==> config.mk <==
export PLATFORM = sky130hd
export DESIGN_NAME = sreg3w_master
export DESIGN_NICKNAME = d
export VERILOG_FILES = /design/src/rtl/sreg3w_pkg.sv /design/src/rtl/sreg3w_halfdiv.sv /design/src/rtl/sreg3w_cmdfmt.sv /design/src/rtl/sreg3w_bitseq.sv /design/src/rtl/sreg3w_master.sv
export SDC_FILE = /design/constraint.sdc
export NUM_CORES = 1
export LEC_CHECK = 0
export BUFFER_PORTS_ARGS = -buffer_cell sky130_fd_sc_hd__buf_4
export CORE_ASPECT_RATIO = 1.1
export CORE_MARGIN = 5
export CORE_UTILIZATION = 45
export DETAILED_ROUTE_END_ITERATION = 16
export PLACE_DENSITY = 0.7
export REMOVE_ABC_BUFFERS = 1
export SYNTH_ARGS = -nofsm -noshare
export SYNTH_HDL_FRONTEND = slang
export SYNTH_SLANG_ARGS = --single-unit
==> constraint.sdc <==
create_clock -name clk -period 4.2 [get_ports clk]
set_input_delay 0.42 -clock clk [delete_from_list [all_inputs] [get_ports clk]]
set_output_delay 0.42 -clock clk [all_outputs]
set_load 0.02 [all_outputs]
==> src/rtl/sreg3w_pkg.sv <==
package sreg3w_pkg;
  localparam int ADDR_W = 4;
  localparam int NIB_W  = 4;
  localparam int BYTE_W = 8;

  localparam logic [BYTE_W-1:0] FLAG_RD = 8'h40;
  localparam logic [BYTE_W-1:0] FLAG_AD = 8'h20;
  localparam logic [BYTE_W-1:0] FLAG_DT = 8'h10;

  typedef enum logic [1:0] {BS_IDLE, BS_HIGH, BS_LOW} bit_state_t;
  typedef enum logic [1:0] {TS_IDLE, TS_CMD, TS_PAY} xfer_state_t;

  function automatic logic [BYTE_W-1:0] fmt_cmd(input logic [ADDR_W-1:0] a, input logic rd);
    fmt_cmd = BYTE_W'(a) | FLAG_AD | (rd ? FLAG_RD : '0);
  endfunction

  function automatic logic [BYTE_W-1:0] fmt_dat(input logic [NIB_W-1:0] d);
    fmt_dat = BYTE_W'(d) | FLAG_DT;
  endfunction
endpackage

==> src/rtl/sreg3w_halfdiv.sv <==
module sreg3w_halfdiv #(
  parameter int HALF_CYC = 70
) (
  input  logic clk,
  input  logic rst,
  input  logic clr,
  output logic last
);
  localparam int CW = $clog2(HALF_CYC + 1);
  localparam logic [CW-1:0] LAST_V = CW'(HALF_CYC - 1);

  logic [CW-1:0] cnt;

  assign last = (cnt == LAST_V);

  always_ff @(posedge clk) begin
    if (rst || clr) cnt <= '0;
    else if (last)  cnt <= '0;
    else            cnt <= cnt + 1'b1;
  end
endmodule

==> src/rtl/sreg3w_cmdfmt.sv <==
module sreg3w_cmdfmt
  import sreg3w_pkg::*;
(
  input  logic [ADDR_W-1:0] addr,
  input  logic [NIB_W-1:0]  data,
  input  logic              is_read,
  output logic [BYTE_W-1:0] cmd_byte,
  output logic [BYTE_W-1:0] dat_byte
);
  always_comb begin
    cmd_byte = fmt_cmd(addr, is_read);
    dat_byte = fmt_dat(data);
  end
endmodule

==> src/rtl/sreg3w_bitseq.sv <==
module sreg3w_bitseq
  import sreg3w_pkg::*;
#(
  parameter int HALF_CYC = 70,
  parameter int BITS     = 8,
  parameter int KEEP_W   = 4
) (
  input  logic              clk,
  input  logic              rst,
  input  logic              start,
  input  logic              tx_mode,
  input  logic [BITS-1:0]   tx_byte,
  input  logic              sda_in,
  output logic              fin,
  output logic              scl,
  output logic              sda_out,
  output logic              sda_oe,
  output logic [KEEP_W-1:0] rx_keep
);
  localparam int BW = $clog2(BITS);
  localparam logic [BW-1:0] LAST_BIT = BW'(BITS - 1);

  bit_state_t     st;
  logic           ph_last;
  logic           div_clr;
  logic           tx;
  logic [BW-1:0]  bit_idx;
  logic [BITS-1:0] sh;

  assign div_clr = (st == BS_IDLE);

  sreg3w_halfdiv #(.HALF_CYC(HALF_CYC)) u_div (
    .clk  (clk),
    .rst  (rst),
    .clr  (div_clr),
    .last (ph_last)
  );

  always_ff @(posedge clk) begin
    if (rst) begin
      st      <= BS_IDLE;
      scl     <= 1'b1;
      sda_out <= 1'b0;
      sda_oe  <= 1'b0;
      fin     <= 1'b0;
      tx      <= 1'b0;
      bit_idx <= '0;
      sh      <= '0;
      rx_keep <= '0;
    end else begin
      fin <= 1'b0;
      case (st)
        BS_IDLE: begin
          if (start) begin
            st      <= BS_HIGH;
            tx      <= tx_mode;
            sh      <= tx_byte;
            bit_idx <= '0;
            sda_out <= tx_mode & tx_byte[BITS-1];
          end
        end
        BS_HIGH: begin
          // enable the line one cycle after the first value is placed
          if (tx && !sda_oe) sda_oe <= 1'b1;
          if (ph_last) begin
            scl <= 1'b0;
            st  <= BS_LOW;
            if (!tx) sh <= {sh[BITS-2:0], sda_in};
          end
        end
        BS_LOW: begin
          if (ph_last) begin
            scl <= 1'b1;
            if (bit_idx == LAST_BIT) begin
              st      <= BS_IDLE;
              sda_oe  <= 1'b0;
              sda_out <= 1'b0;
              fin     <= 1'b1;
              if (!tx) rx_keep <= sh[KEEP_W-1:0];
            end else begin
              st      <= BS_HIGH;
              bit_idx <= bit_idx + 1'b1;
              if (tx) begin
                sh      <= {sh[BITS-2:0], sh[BITS-1]};
                sda_out <= sh[BITS-2];
              end
            end
          end
        end
        default: st <= BS_IDLE;
      endcase
    end
  end
endmodule

==> src/rtl/sreg3w_master.sv <==
module sreg3w_master
  import sreg3w_pkg::*;
#(
  parameter int HALF_CYC = 70
) (
  input  logic              clk,
  input  logic              rst,
  input  logic              ce,
  input  logic              req_valid,
  input  logic              req_write,
  input  logic [ADDR_W-1:0] req_addr,
  input  logic [NIB_W-1:0]  req_data,
  output logic              ready,
  output logic              done,
  output logic [NIB_W-1:0]  rd_data,
  output logic              scl,
  output logic              sda_out,
  output logic              sda_oe,
  input  logic              sda_in
);
  xfer_state_t       ts;
  logic              lat_wr;
  logic [ADDR_W-1:0] lat_addr;
  logic [NIB_W-1:0]  lat_data;
  logic              seq_start;
  logic              seq_tx;
  logic              seq_fin;
  logic [BYTE_W-1:0] cmd_byte;
  logic [BYTE_W-1:0] dat_byte;
  logic [BYTE_W-1:0] seq_byte;
  logic [NIB_W-1:0]  seq_rx;

  sreg3w_cmdfmt u_fmt (
    .addr     (lat_addr),
    .data     (lat_data),
    .is_read  (!lat_wr),
    .cmd_byte (cmd_byte),
    .dat_byte (dat_byte)
  );

  assign seq_byte = (ts == TS_CMD) ? cmd_byte : dat_byte;

  sreg3w_bitseq #(
    .HALF_CYC (HALF_CYC),
    .BITS     (BYTE_W),
    .KEEP_W   (NIB_W)
  ) u_seq (
    .clk     (clk),
    .rst     (rst),
    .start   (seq_start),
    .tx_mode (seq_tx),
    .tx_byte (seq_byte),
    .sda_in  (sda_in),
    .fin     (seq_fin),
    .scl     (scl),
    .sda_out (sda_out),
    .sda_oe  (sda_oe),
    .rx_keep (seq_rx)
  );

  always_ff @(posedge clk) begin
    if (rst) begin
      ts        <= TS_IDLE;
      ready     <= 1'b1;
      done      <= 1'b0;
      rd_data   <= '0;
      seq_start <= 1'b0;
      seq_tx    <= 1'b1;
      lat_wr    <= 1'b0;
      lat_addr  <= '0;
      lat_data  <= '0;
    end else begin
      done      <= 1'b0;
      seq_start <= 1'b0;
      case (ts)
        TS_IDLE: begin
          if (req_valid && ce) begin
            lat_wr    <= req_write;
            lat_addr  <= req_addr;
            lat_data  <= req_data;
            ready     <= 1'b0;
            seq_start <= 1'b1;
            seq_tx    <= 1'b1;
            ts        <= TS_CMD;
          end
        end
        TS_CMD: begin
          if (seq_fin) begin
            seq_start <= 1'b1;
            seq_tx    <= lat_wr;
            ts        <= TS_PAY;
          end
        end
        TS_PAY: begin
          if (seq_fin) begin
            done  <= 1'b1;
            ready <= 1'b1;
            if (!lat_wr) rd_data <= seq_rx;
            ts    <= TS_IDLE;
          end
        end
        default: ts <= TS_IDLE;
      endcase
    end
  end
endmodule

==> results of run 1 <==
[per-layer routing]
layer  wire length [µm]  up-vias  global-route usage [%]
met1               2118      854                   17.93
met4                 94        0                   8.750
met3                198        9                   3.780
met5                  0        -                       0
met2               2209       35                   24.81
li1                   -      961                       -
[sequential cells by signal (all words and copies together), names as in the netlist]
name and count:
u_seq.u_div.cnt 7, u_seq.rx_keep 4, u_seq.sda_out 1, lat_wr 1
done 1, u_seq.tx 1, u_seq.sda_oe 1, u_seq.sh 8
lat_data 4, ts 2, u_seq.st 2, rd_data 4
seq_tx 1, u_seq.scl 1, seq_start 1, ready 1
lat_addr 4, u_seq.fin 1, u_seq.bit_idx 3
[stage by stage]
step,setup slack (ns),hold slack [ns],util (%),power (mW)
detailed placement,2.199,0.4490,48.86,0.6465
floorplan,2.348,0.4223,-,0.5994
CTS,2.132,0.3428,51.22,0.9885
finish,2.098,0.3576,51.22,0.9765
global placement,2.247,0.4364,48.86,0.6447
global route,1.950,0.3508,51.22,1.026
[power by group through the flow]
stage,clock [mW],sequential [mW],combinational [mW]
CTS,0.351,0.493,0.144
global placement,0,0.503,0.142
floorplan,0,0.501,0.0984
detailed placement,0,0.504,0.143
global route,0.369,0.497,0.161
finish,0.338,0.493,0.145
[worst max path at each step]
stage | start | to | slack, ns | cells past startpoint
6_report | u_seq.st[0]$_SDFFE_PP0P_ | u_seq.st[0]$_SDFFE_PP0P_ | 2.10 | 6
5_1_grt | u_seq.st[1]$_SDFFE_PP0P_ | u_seq.sh[5]$_SDFFE_PP0P_ | 1.95 | 6
4_1_cts | u_seq.st[0]$_SDFFE_PP0P_ | u_seq.st[0]$_SDFFE_PP0P_ | 2.13 | 6
3_5_place_dp | u_seq.st[0]$_SDFFE_PP0P_ | u_seq.st[0]$_SDFFE_PP0P_ | 2.20 | 6
3_3_place_gp | u_seq.st[0]$_SDFFE_PP0P_ | u_seq.st[0]$_SDFFE_PP0P_ | 2.25 | 6
2_1_floorplan | u_seq.st[1]$_SDFFE_PP0P_ | u_seq.sh[7]$_SDFFE_PP0P_ | 2.35 | 6
[worst register-to-register path: cells and delay by family, from the launching register on]
family	cells	cell delay, ns
AOI/OAI and AO/OA	2	0.27
DFF	1	0.39
buffers and inverters	1	0.09
and+or+nand+nor	2	0.90
adders and majority gates	1	0.39
[placed cells by master (no fill, tap or decap), types with 2 or more instances in the layout]
cell type / count
a211oi_1: 2
a21oi_1: 33
a2bb2oi_1: 2
a311oi_1: 2
buf_4: 22
clkbuf_8: 5
clkinv_4: 2
dfxtp_1: 48
ha_1: 9
inv_1: 9
nand2_1: 43
nand2b_1: 7
nand3_1: 5
nand3b_1: 7
nand4_1: 6
nor2_1: 16
nor2b_1: 3
nor3_1: 4
o211ai_1: 5
o21ai_0: 19
o22ai_1: 2
or4_1: 2
xnor2_1: 3
xor2_1: 2
[logic make-up after synthesis]
family | count (synthesis) | share of synthesized area, %
simple gates | 103 | 24.33
flops | 48 | 42.95
buf+inv | 23 | 4.418
xor+xnor | 5 | 1.958
mux | 1 | 0.4474
fa+ha+maj | 9 | 5.034
compound gates | 76 | 20.86
[area by class of cell]
type / instances / area [µm²]
fill: 481 / 2406
inverter: 9 / 33.78
clock inverter: 3 / 47.55
sequential: 48 / 960.9
timing repair buffer: 22 / 165.2
tap: 58 / 72.57
multi-input combinational: 194 / 1177
clock buffer: 5 / 68.82
==> impl_metrics.csv, run 1 <==
group,metric,value,unit
clock_network,clock_latency,0.31,ns
setup_path,path_cells,"inv_1 > ha_1 > nor2_1 > a21oi_2 > or4_1 > a21oi_1",
hold_path,hp-class,"in2reg",
setup_path,cp_data_arrival_time,2.33,ns
hold_path,min_to,"lat_data[0]$_SDFFE_PP0P_",
sta,rsz0062_at_grt,"false",
power_and_ir_drop,p_per_area,386.6,nW/µm²
sta,period_share,50.05,%
setup_path,r2r-start,"u_seq.st[0]$_SDFFE_PP0P_",
finish,fin_nets,303,
placed_design,place_area,2410,µm²
floorplan,die_y,83.95,µm
setup_path,reg2reg_to,"u_seq.st[0]$_SDFFE_PP0P_",
clock_network,clock_path_buffers,2,
yosys,synth_flop_cell,"dfxtp_1",
finish,antenna_cells,0,
global_route,grt_first_pass_wirelength,8204,µm
yosys,ys_seq_area_share,42.95,%
yosys,async_reset_ff_share,0,%
floorplan,dieArea,6483,µm²
sta,tns,0,ns
setup_path,crit_required,4.43,ns
yosys,synth-edff-count,0,
power_and_ir_drop,sw_frac_of_total,27.04,%
setup_path,rr_worst_depth,6,
sta,slew_violations,0,
clock_network,clkTransAtPathRegs,0.09,ns
yosys,synth_top_area_share,42.95,%
placed_design,dpl.hpwl,3295,µm
clock_network,cts.sinks,48,
placed_design,port_buffers,22,
power_and_ir_drop,clkPwrFrac,34.6,%
placed_design,dp_cells,331,
floorplan,num_io_pins,23,
clock_network,cts_setup_buffers,0,
routing,drc,0,
placed_design,gp_congestion,0.8428,
floorplan,die_w,77.23,µm
power_and_ir_drop,p_int,712.4,µW
global_route,grt_pass1_vias,1913,
sta,tightestPinTransition,0.8880,ns
global_route,grt.total_usage,15.23,%
clock_network,numCtsBuffers,5,
yosys,ys_ff_latch,48,
sta,skew,0.009321,ns
power_and_ir_drop,vdd_drop_max,195.5,µV
routing,avgViaCountPerCell,5.484,
setup_path,cp_slowest_cell,"or4_1",
routing,wl_per_cell,13.63,µm
finish,layoutNonFillerInstCount,339,
clock_network,root_buffer,"clkbuf_8",
global_route,grt_max_degree,44,
yosys,synth_area,2237,µm²
clock_network,cts_resized,0,
routing,ant_nets,0,
clock_network,cts_tree,"yes",
yosys,synth_most_common_cell,"dfxtp_1",
run,maxCapViolCount,0,
yosys,syn_inst,265,
yosys,yosysTopAreaCell,"dfxtp_1",
clock_network,cts_hold_buffers,0,
hold_path,hold_depth,3,
hold_path,hold_start,"req_data[0]",
power_and_ir_drop,p_switching,264.1,µW
power_and_ir_drop,leakage,0.9260,nW
yosys,synth_cell_types,48,
yosys,ys_warn_count,0,
setup_path,slowest_delay,0.54,ns
routing,vias,1859,
power_and_ir_drop,seqPwrFrac,50.5,%
setup_path,crit_type,"reg2reg",
sta,fin_crit,2.102,ns
setup_path,start_kind,"flip-flop",
sta,slew-limit-headroom,40.35,%
sta,fmax,0.4758,GHz
global_route,overflow,0,
setup_path,end_kind,"flip-flop",
floorplan,core_area,4932,µm²
setup_path,path_delay_family,"simple AND/OR/NAND/NOR gates",
status,status,"completed",
finish,design_area,2526,µm²
floorplan,rows,27,
sta,hold_viol,0,
yosys,syn_avg_cell_area,8.442,µm²
setup_path,cp_max_fo,15,
floorplan,initial_utilization,45.36,%
setup_path,rrSetupSlack,2.10,ns
yosys,synth_common_cells,"48 x dfxtp_1, 43 x nand2_1, 33 x a21oi_1",
yosys,netlist_top_cells_area,"dfxtp_1 43%, a21oi_1 7.4%, nand2_1 7.2%",
clock_network,htree_num_levels,2,
routing,drt_wl_total,4620,µm
finish,drive_above_1_share,13.88,%
global_route,antenna_found_initial,0,
routing,first_pass_iters,4,
sta,setup_viol,0,
finish,area_growth,12.92,%
setup_path,path_buf_inv,1,
power_and_ir_drop,comb_power_share,14.9,%
routing,drtIter0Drc,78,
(Power assumes the default switching activity.)
==> run 2, diff against run 1 <==
--- a/config.mk
+++ b/config.mk
@@ -5,12 +5,13 @@
 export SDC_FILE = /design/constraint.sdc
 export NUM_CORES = 1
 export LEC_CHECK = 0
+export ABC_AREA = 1
 export BUFFER_PORTS_ARGS = -buffer_cell sky130_fd_sc_hd__buf_4
 export CORE_ASPECT_RATIO = 1.1
 export CORE_MARGIN = 5
 export CORE_UTILIZATION = 45
 export DETAILED_ROUTE_END_ITERATION = 16
-export PLACE_DENSITY = 0.7
+export PLACE_DENSITY = 0.72
 export REMOVE_ABC_BUFFERS = 1
 export SYNTH_ARGS = -nofsm -noshare
 export SYNTH_HDL_FRONTEND = slang
==> constraint.sdc (replaced) <==
create_clock -name clk -period 1.85 [get_ports clk]
set_input_delay 0.185 -clock clk [delete_from_list [all_inputs] [get_ports clk]]
set_output_delay 0.185 -clock clk [all_outputs]
set_load 0.02 [all_outputs]
==> run 2 against run 1 <==
Compared with the run above: non-clock buffer count increased by 3; utilization increased by 1.5 points; clock skew decreased by 0.0046 ns; critical endpoint unchanged; global-route usage decreased by 0.37 points.
==> impl_metrics.csv, run 2 <==
group,metric,value,unit
status,status,"completed",
yosys,synth_common_cells,"73 x nand2_1, 60 x nor2_1, 48 x dfxtp_1",
setup_path,end_kind,"flip-flop",
sta,slew-limit-headroom,75.96,%
clock_network,clkTransAtPathRegs,0.08,ns
clock_network,htree_num_levels,2,
global_route,overflow,0,
sta,tightestPinTransition,0.3602,ns
clock_network,cts_tree,"yes",
yosys,netlist_top_cells_area,"dfxtp_1 41%, nand2_1 12%, nor2_1 9.7%",
finish,largest_reg_flops,8,
yosys,synth_area,2326,µm²
floorplan,die_w,78.55,µm
finish,antenna_cells,0,
yosys,async_reset_ff_share,0,%
global_route,antenna_found_initial,0,
global_route,grt.total_usage,14.86,%
routing,drc,0,
sta,period_share,87.89,%
power_and_ir_drop,leakage,1.245,nW
setup_path,reg2reg_to,"u_seq.st[0]$_SDFFE_PP0P_",
finish,largestRegisters,"u_seq.sh: 8 flops, u_seq.u_div.cnt: 7 flops",
power_and_ir_drop,vdd_drop_max,502.3,µV
clock_network,root_buffer,"clkbuf_8",
global_route,grt_first_pass_wirelength,8059,µm
yosys,synthMuxAreaShare,0,%
floorplan,rows,27,
sta,hold_viol,0,
yosys,synth-edff-count,0,
hold_path,hp-class,"in2reg",
setup_path,cp_max_fo,13,
placed_design,place_area,2509,µm²
sta,fin_crit,1.626,ns
hold_path,hold_start,"req_data[1]",
yosys,yosys.area_share.simple,34.27,%
finish,mostFrequentLayoutCells,"73 x nand2_1, 60 x nor2_1, 48 x dfxtp_1, 42 x inv_1, 25 x buf_4",
setup_path,cp_data_arrival_time,1.83,ns
finish,area_growth,13.39,%
placed_design,gp_congestion,0.8499,
placed_design,port_buffers,22,
finish,largest-register,"u_seq.sh",
clock_network,clock_path_buffers,2,
routing,wl_per_cell,10.93,µm
clock_network,cts.sinks,48,
clock_network,cts_resized,0,
routing,drt_wl_total,4438,µm
yosys,synth_top_family_by_area,"simple AND/OR/NAND/NOR gates",
power_and_ir_drop,p_per_area,1134,nW/µm²
setup_path,r2r-start,"u_seq.st[0]$_SDFFE_PP0P_",
sta,skew,0.004681,ns
sta,setup_viol,0,
routing,ant_nets,0,
yosys,synth_flop_cell,"dfxtp_1",
finish,multi_input_area,1125,µm²
sta,slew_violations,0,
yosys,synthAdderAreaFrac,4.841,%
clock_network,numCtsBuffers,5,
finish,fin_nets,370,
yosys,synth_most_common_cell,"nand2_1",
routing,vias,1940,
setup_path,rr_worst_depth,8,
finish,design_area,2638,µm²
yosys,synth_top_area_share,41.31,%
yosys,syn_avg_cell_area,7.179,µm²
routing,first_pass_iters,4,
global_route,grt_pass1_vias,1912,
floorplan,initial_utilization,46.52,%
yosys,ys_warn_count,0,
finish,final_common_cell,"nand2_1",
sta,tns,0,ns
yosys,synth_compound_area_share,9.145,%
finish,drive_above_1_share,14.08,%
floorplan,num_io_pins,23,
finish,seq_area,960.9,µm²
clock_network,cts_hold_buffers,0,
hold_path,min_to,"lat_data[1]$_SDFFE_PP0P_",
floorplan,die_y,85.41,µm
clock_network,cts_setup_buffers,0,
hold_path,hold_depth,3,
global_route,grt_max_degree,23,
run,maxCapViolCount,0,
yosys,ys_seq_area_share,41.31,%
yosys,synth_xor_area_share,0,%
clock_network,clock_latency,0.30,ns
sta,fmax,0.6150,GHz
yosys,yosysTopAreaCell,"dfxtp_1",
yosys,synth_cell_types,30,
setup_path,rrSetupSlack,0.22,ns
sta,rsz0062_at_grt,"false",
setup_path,crit_type,"reg2reg",
routing,drtIter0Drc,56,
setup_path,crit_path_start,"u_seq.st[0]$_SDFFE_PP0P_",
finish,n_fill_cell,503,
setup_path,crit_required,2.05,ns
floorplan,core_area,5000,µm²
floorplan,dieArea,6709,µm²
yosys,ys_ff_latch,48,
routing,avgViaCountPerCell,4.778,
yosys,syn_inst,324,
setup_path,start_kind,"flip-flop",
placed_design,dpl.hpwl,3372,µm
[run 2: cell count changes in the layout (fill, tap and decap cells not counted), moves of 4 or more]
| cell | delta |
|---|---|
| nor2_1 | +44 |
| inv_1 | +33 |
| nand2_1 | +30 |
| a21oi_1 | -16 |
| nand3_1 | +11 |
| nand2b_1 | -7 |
| nand3b_1 | -7 |
| o211ai_1 | -4 |
[run 2: how the worst max path moves through the flow]
stage	cells after the start	slack (ns)	to
global placement	8	0.16	u_seq.st[0]$_SDFFE_PP0P_
finish	8	0.22	u_seq.st[0]$_SDFFE_PP0P_
floorplan	11	0.35	u_seq.sda_out$_SDFFE_PP0P_
global route	8	0.03	u_seq.st[0]$_SDFFE_PP0P_
CTS	8	0.1	u_seq.st[0]$_SDFFE_PP0P_
detailed placement	8	0.09	u_seq.st[0]$_SDFFE_PP0P_
[run 2: power breakdown]
group	total, mW	internal, mW	switching (mW)	leakage [nW]
clock	0.817	0.477	0.340	0.0645
sequential	1.23	1.15	0.0801	0.392
combinational	0.945	0.339	0.606	0.789
total	2.99	1.97	1.03	1.25
[run 2: cells by family (layout without fill, tap and decap cells)]
kind of cell    count (synthesis)  count (layout)
compound gates                 39              39
fa+ha+maj                       9               9
buf+inv                        53              77
flops                          48              48
simple gates                  175             175
[run 2: critical path, stage by stage, from the launching register on]
cell and delay [ns]:
dfxtp_1 0.39, inv_1 0.08, ha_1 0.23, inv_1 0.13, or2_4 0.24, a21boi_1 0.28, nand2_1 0.08, nand2_1 0.07
nor2_1 0.04
[run 2: cell type report]
class | count | area share, %
sequential | 48 | 36.43
multi-input combinational | 223 | 42.65
inverter | 44 | 6.262
tap | 58 | 2.751
timing repair buffer | 25 | 7.116
clock buffer | 7 | 3.653
clock inverter | 1 | 1.139
[run 2: per-stage QoR]
| step | setup slack, ns | util, % | power, mW | instances | hold slack, ns |
|---|---|---|---|---|---|
| 2_1_floorplan | 0.3463 | - | 1.960 | 315 | 0.2541 |
| 3_3_place_gp | 0.1625 | 50.18 | 2.181 | 398 | 0.4049 |
| 3_5_place_dp | 0.09248 | 50.18 | 2.196 | 398 | 0.4131 |
| 4_1_cts | 0.09859 | 52.70 | 3.021 | 406 | 0.09603 |
| 5_1_grt | 0.03368 | 52.75 | 3.231 | 406 | 0.09856 |
| 6_report | 0.2241 | 52.75 | 2.992 | 406 | 0.1020 |
[run 2: layer usage]
metal  vias up  track usage (%)  routed length (µm)
met3         8            2.760                 120
met5         -                0                   0
li1       1066                -                   -
met2        26            25.64                2081
met1       840            17.53                2137
met4         0            7.313                  98
